### src/rtl/islope_sign.sv
module islope_sign #(
  parameter int W   = 16,
  parameter int LAG = 4
) (
  input  logic                clk,
  input  logic                rst_n,
  input  logic                smp_vld,
  input  logic signed [W-1:0] cur_a,
  input  logic signed [W-1:0] cur_b,
  output logic                sign_a,
  output logic                sign_b,
  output logic                sign_and,
  output logic                sign_ok
);

  localparam int CW = $clog2(LAG + 1);

  logic signed [W-1:0] dly_a [LAG];
  logic signed [W-1:0] dly_b [LAG];
  logic [CW-1:0]       fill;
  logic                full;
  logic                nxt_a, nxt_b;

  assign full = (fill == CW'(LAG));

  always_comb begin
    nxt_a = sign_a;
    nxt_b = sign_b;
    if (smp_vld && full) begin
      if (cur_a > dly_a[LAG-1])      nxt_a = 1'b1;
      else if (cur_a < dly_a[LAG-1]) nxt_a = 1'b0;
      if (cur_b > dly_b[LAG-1])      nxt_b = 1'b1;
      else if (cur_b < dly_b[LAG-1]) nxt_b = 1'b0;
    end
  end

  always_ff @(posedge clk) begin
    if (!rst_n) begin
      for (int i = 0; i < LAG; i++) begin
        dly_a[i] <= '0;
        dly_b[i] <= '0;
      end
      fill     <= '0;
      sign_a   <= 1'b0;
      sign_b   <= 1'b0;
      sign_and <= 1'b0;
      sign_ok  <= 1'b0;
    end else if (smp_vld) begin
      dly_a[0] <= cur_a;
      dly_b[0] <= cur_b;
      for (int i = 1; i < LAG; i++) begin
        dly_a[i] <= dly_a[i-1];
        dly_b[i] <= dly_b[i-1];
      end
      if (!full) fill <= fill + CW'(1);
      else       sign_ok <= 1'b1;
      sign_a   <= nxt_a;
      sign_b   <= nxt_b;
      sign_and <= nxt_a & nxt_b;
    end
  end

  p_idle_hold_r5: assert property (@(posedge clk) disable iff (!rst_n)
    !smp_vld |=> $stable(sign_a) && $stable(sign_b) && $stable(sign_and) && $stable(sign_ok));

  p_and_match_r4: assert property (@(posedge clk) disable iff (!rst_n)
    sign_and == (sign_a & sign_b));

  p_ok_sticky_r6: assert property (@(posedge clk) disable iff (!rst_n)
    sign_ok |=> sign_ok);

  p_rise_a_r2: assert property (@(posedge clk) disable iff (!rst_n)
    (smp_vld && full && cur_a > dly_a[LAG-1]) |=> sign_a);

  p_fall_b_r3: assert property (@(posedge clk) disable iff (!rst_n)
    (smp_vld && full && cur_b < dly_b[LAG-1]) |=> !sign_b);

  p_equal_hold_a_r7: assert property (@(posedge clk) disable iff (!rst_n)
    (smp_vld && full && cur_a == dly_a[LAG-1]) |=> $stable(sign_a));

endmodule

### config.mk
export PLATFORM = sky130hd
export DESIGN_NAME = islope_sign
export DESIGN_NICKNAME = d
export VERILOG_FILES = /design/src/rtl/islope_sign.sv
export SDC_FILE = /design/constraint.sdc
export NUM_CORES = 1
export LEC_CHECK = 0
export CAP_MARGIN = 25
export CORE_MARGIN = 3
export CORE_UTILIZATION = 35
export DETAILED_ROUTE_END_ITERATION = 10
export PLACE_DENSITY = 0.57
export SYNTH_ARGS = -nofsm -noshare
export SYNTH_HDL_FRONTEND = slang
export SYNTH_SLANG_ARGS = --single-unit
### constraint.sdc
create_clock -name clk -period 11.5 [get_ports clk]
set_input_delay 1.725 -clock clk [delete_from_list [all_inputs] [get_ports clk]]
set_output_delay 1.725 -clock clk [all_outputs]
set_load 0.01 [all_outputs]
==> results.py <==
metrics = {
    "die": {
        "floorplan.die_area_mm2": 0.0185,
        "design.core.area_mm2": 0.0162,
        "dieWidth_um": 136,
        "rows": 46,
        "boundaryPins": 39,
        "chipHeight_um": 136,
        "floorplan.initialDensity": 0.365,
    },
    "global_route": {
        "antenna_found_initial": 0,
        "via_count_of_the_first_global_routing_pass": 3341,
        "grt_usage": 0.123,
        "globalRoute.totalOverflow": 0,
        "grt_max_degree": 134,
        "global_route_wire_length_before_repair_um": 17500,
    },
    "run_status": {
        "run_status": "finished, final reports clean",
    },
    "synth": {
        "yosysMostFrequentCell": "sky130_fd_sc_hd__edfxtp_1",
        "synth_area_leader_cell": "sky130_fd_sc_hd__edfxtp_1",
        "yosys-mux-area-fraction": 0.00170,
        "xor_and_xnor_area_share_after_synthesis": 0.00148,
        "synth-edff-count": 128,
        "summed_instance_area_of_the_synthesized_netlist_mm2": 0.00590,
        "flip_flop_and_latch_count_after_synthesis": 135,
        "synthDominantCellAreaShare": 0.651,
        "synthFlopType": "sky130_fd_sc_hd__edfxtp_1",
        "avgSynthCellArea_um2": 13.5,
        "yosys.area_share.adder": 0.0721,
        "synth-warning-count": 0,
        "synth.top_cells.by_area": "sky130_fd_sc_hd__edfxtp_1 65%, sky130_fd_sc_hd__and3_1 13%, sky130_fd_sc_hd__ha_1 7.2%",
        "synth.top_cells.by_count": "128 x sky130_fd_sc_hd__edfxtp_1, 127 x sky130_fd_sc_hd__and3_1, 37 x sky130_fd_sc_hd__inv_1, 34 x sky130_fd_sc_hd__ha_1, 28 x sky130_fd_sc_hd__clkbuf_1",
        "yosys.area_share.simple": 0.172,
        "async_flop_share": 0,
        "synth_top_family_by_area": "simple AND/OR/NAND/NOR gates",
        "synthesis.instances": 436,
        "synth_nets": 505,
        "synth_compound_area_frac": 0.0363,
        "synth.yosys.seq_area_share": 0.675,
        "yosysUniqueCellTypes": 34,
    },
    "place": {
        "hpwl_um": 6250,
        "gp_congestion": 0.720,
        "buffer_ports.inserted": 38,
        "dpl-instance-area_mm2": 0.00646,
    },
    "sta": {
        "finalSetupViolations": 0,
        "fin_tns_setup_ps": 0,
        "drv_slew": 0,
        "hold_viol": 0,
        "worstMarginPinSlew_ps": 1010,
        "min_period_ps": 3770,
        "maxClockFrequency_ghz": 0.265,
        "grt_setup_unrepaired": "no",
        "fin_crit_sh": 0.328,
        "slew_headroom": 0.324,
        "skew_ps": 6.97,
    },
    "routing": {
        "wire_per_inst_um": 15.2,
        "detailroute.via_count": 3416,
        "detailedRoute.firstIterationViolations": 324,
        "antenna_violating_nets_post_route": 0,
        "post_drt_via_cell_ratio": 4.89,
        "drc": 0,
        "wirelength_um": 10600,
        "drt_first_pass_iters": 4,
    },
    "final_layout": {
        "finalInstanceArea_mm2": 0.00709,
        "area_growth_pct": 20.2,
        "fillers": 1498,
        "final_layout_size_suffix_gt1_frac": 0.0788,
        "fin_nets": 538,
        "antenna_cells_inserted": 0,
    },
    "cts": {
        "cts_max_path_bufs": 2,
        "post_cts.resized_instances": 0,
        "number_of_clock_buffers_inserted_by_tritoncts": 17,
        "cts.root.buffer_cell": "sky130_fd_sc_hd__clkbuf_16",
        "post-cts-setup-buffers": 0,
        "cts_tree": "yes",
        "cts.hold.buffers_added": 0,
        "clkTransAtPathRegs_ps": 60,
        "cts.sink_count": 135,
        "htreeDepth": 4,
        "insertion_delay_ps": 410,
    },
    "setup_path": {
        "rr_worst_depth": 8,
        "cp_data_arrival_time_ps": 3910,
        "worst-endpoint-required_ps": 11640,
        "critical_path.endpoint_type": "flop",
        "criticalPathCategory": "in2reg",
        "critPathLaunchType": "input port",
        "worst-path-max-fanout": 133,
    },
    "worst_hold_path": {
        "min_path_cells": 1,
        "worst_min_path_class": "reg2reg",
    },
    "pwr": {
        "irDropWorstVdd_v": 0.000104,
        "total_power_per_unit_cell_area_mw_per_mm2": 171,
        "leakage_power_total_uw": 0.00315,
        "p_total_uw": 1210,
    },
    "job": {
        "cap_violations": 0,
    },
}
-- layer usage --
| layer | up-vias | track usage | part of all wire |
|---|---|---|---|
| li1 | 1697 | - | - |
| met1 | 1665 | 0.181 | 0.52 |
| met2 | 45 | 0.168 | 0.42 |
| met3 | 9 | 0.0437 | 0.043 |
| met4 | 0 | 0.0420 | 0.013 |
| met5 | - | 0 | 0 |
-- cell families (layout without fill, tap and decap cells) --
family / Yosys count / after routing
AO/OA/AOI/OAI: 34 / 34
XOR/XNOR: 1 / 1
adder cells (fa/ha/maj): 34 / 34
buffers and inverters: 65 / 111
flip-flops: 135 / 135
multiplexers: 1 / 1
AND/OR/NAND/NOR: 166 / 166
-- state kept, by name (all words and copies together) (netlist names) --
name,count
sign_a,1
sign_b,1
dly_a,64
sign_ok,1
sign_and,1
fill,3
dly_b,64
-- stage by stage --
| step | hold slack, ps | worst slack, ps | std cells | util |
|---|---|---|---|---|
| 6_report | 478 | 7730 | 698 | 0.438 |
| 5_1_grt | 496 | 7520 | 698 | 0.438 |
| 4_1_cts | 489 | 7540 | 697 | 0.437 |
| 3_5_place_dp | 458 | 7090 | 665 | 0.400 |
| 3_3_place_gp | 462 | 7160 | 665 | 0.400 |
| 2_1_floorplan | 452 | 6670 | 436 | - |
-- cell usage in the layout, fill, tap and decap left out, types with 3 or more instances in the layout --
cell and n:
sky130_fd_sc_hd__nor2b_1 3, sky130_fd_sc_hd__inv_1 36, sky130_fd_sc_hd__ha_1 34, sky130_fd_sc_hd__bufinv_16 3, sky130_fd_sc_hd__nor2_1 3, sky130_fd_sc_hd__clkdlybuf4s50_1 36, sky130_fd_sc_hd__dfxtp_1 7, sky130_fd_sc_hd__nand3_1 3
sky130_fd_sc_hd__and3_1 127, sky130_fd_sc_hd__a21oi_1 12, sky130_fd_sc_hd__buf_4 3, sky130_fd_sc_hd__inv_6 3, sky130_fd_sc_hd__edfxtp_1 128, sky130_fd_sc_hd__and4_1 4, sky130_fd_sc_hd__a31oi_1 3, sky130_fd_sc_hd__clkbuf_16 17
sky130_fd_sc_hd__a21o_1 3, sky130_fd_sc_hd__clkinvlp_4 4, sky130_fd_sc_hd__nand4_1 5, sky130_fd_sc_hd__nand2_1 13
-- critical path: stages --
cell and delay (ps):
sky130_fd_sc_hd__buf_2 70, sky130_fd_sc_hd__buf_4 730, sky130_fd_sc_hd__nor2b_1 380, sky130_fd_sc_hd__inv_4 260, sky130_fd_sc_hd__buf_4 350, sky130_fd_sc_hd__buf_16 270
-- final timing paths --
path                   to          from  slack [ps]
max          dly_b[0][63]         rst_n        7730
min               sign_ok       sign_ok         480
max reg2reg      sign_and  dly_a[0][63]        9130
min reg2reg       sign_ok       sign_ok         480
-- cell type report --
type,count,area [um^2],share of cell area
clock buffer,17,425,0.0600
clock inverter,15,176,0.0249
inverter,37,141,0.0199
multi-input combinational,236,1670,0.236
sequential,135,3980,0.562
tap,216,270,0.0381
timing repair buffer,42,420,0.0593
-- power by group --
| group | switching [uW] | leakage [uW] | internal, uW | total [uW] |
|---|---|---|---|---|
| Combinational | 44.6 | 0.00140 | 33.9 | 78.4 |
| Sequential | 7.72 | 0.00146 | 572 | 580 |
| Clock | 211 | 0.000281 | 341 | 552 |
Note: power is estimated with default switching activity, not from simulation.
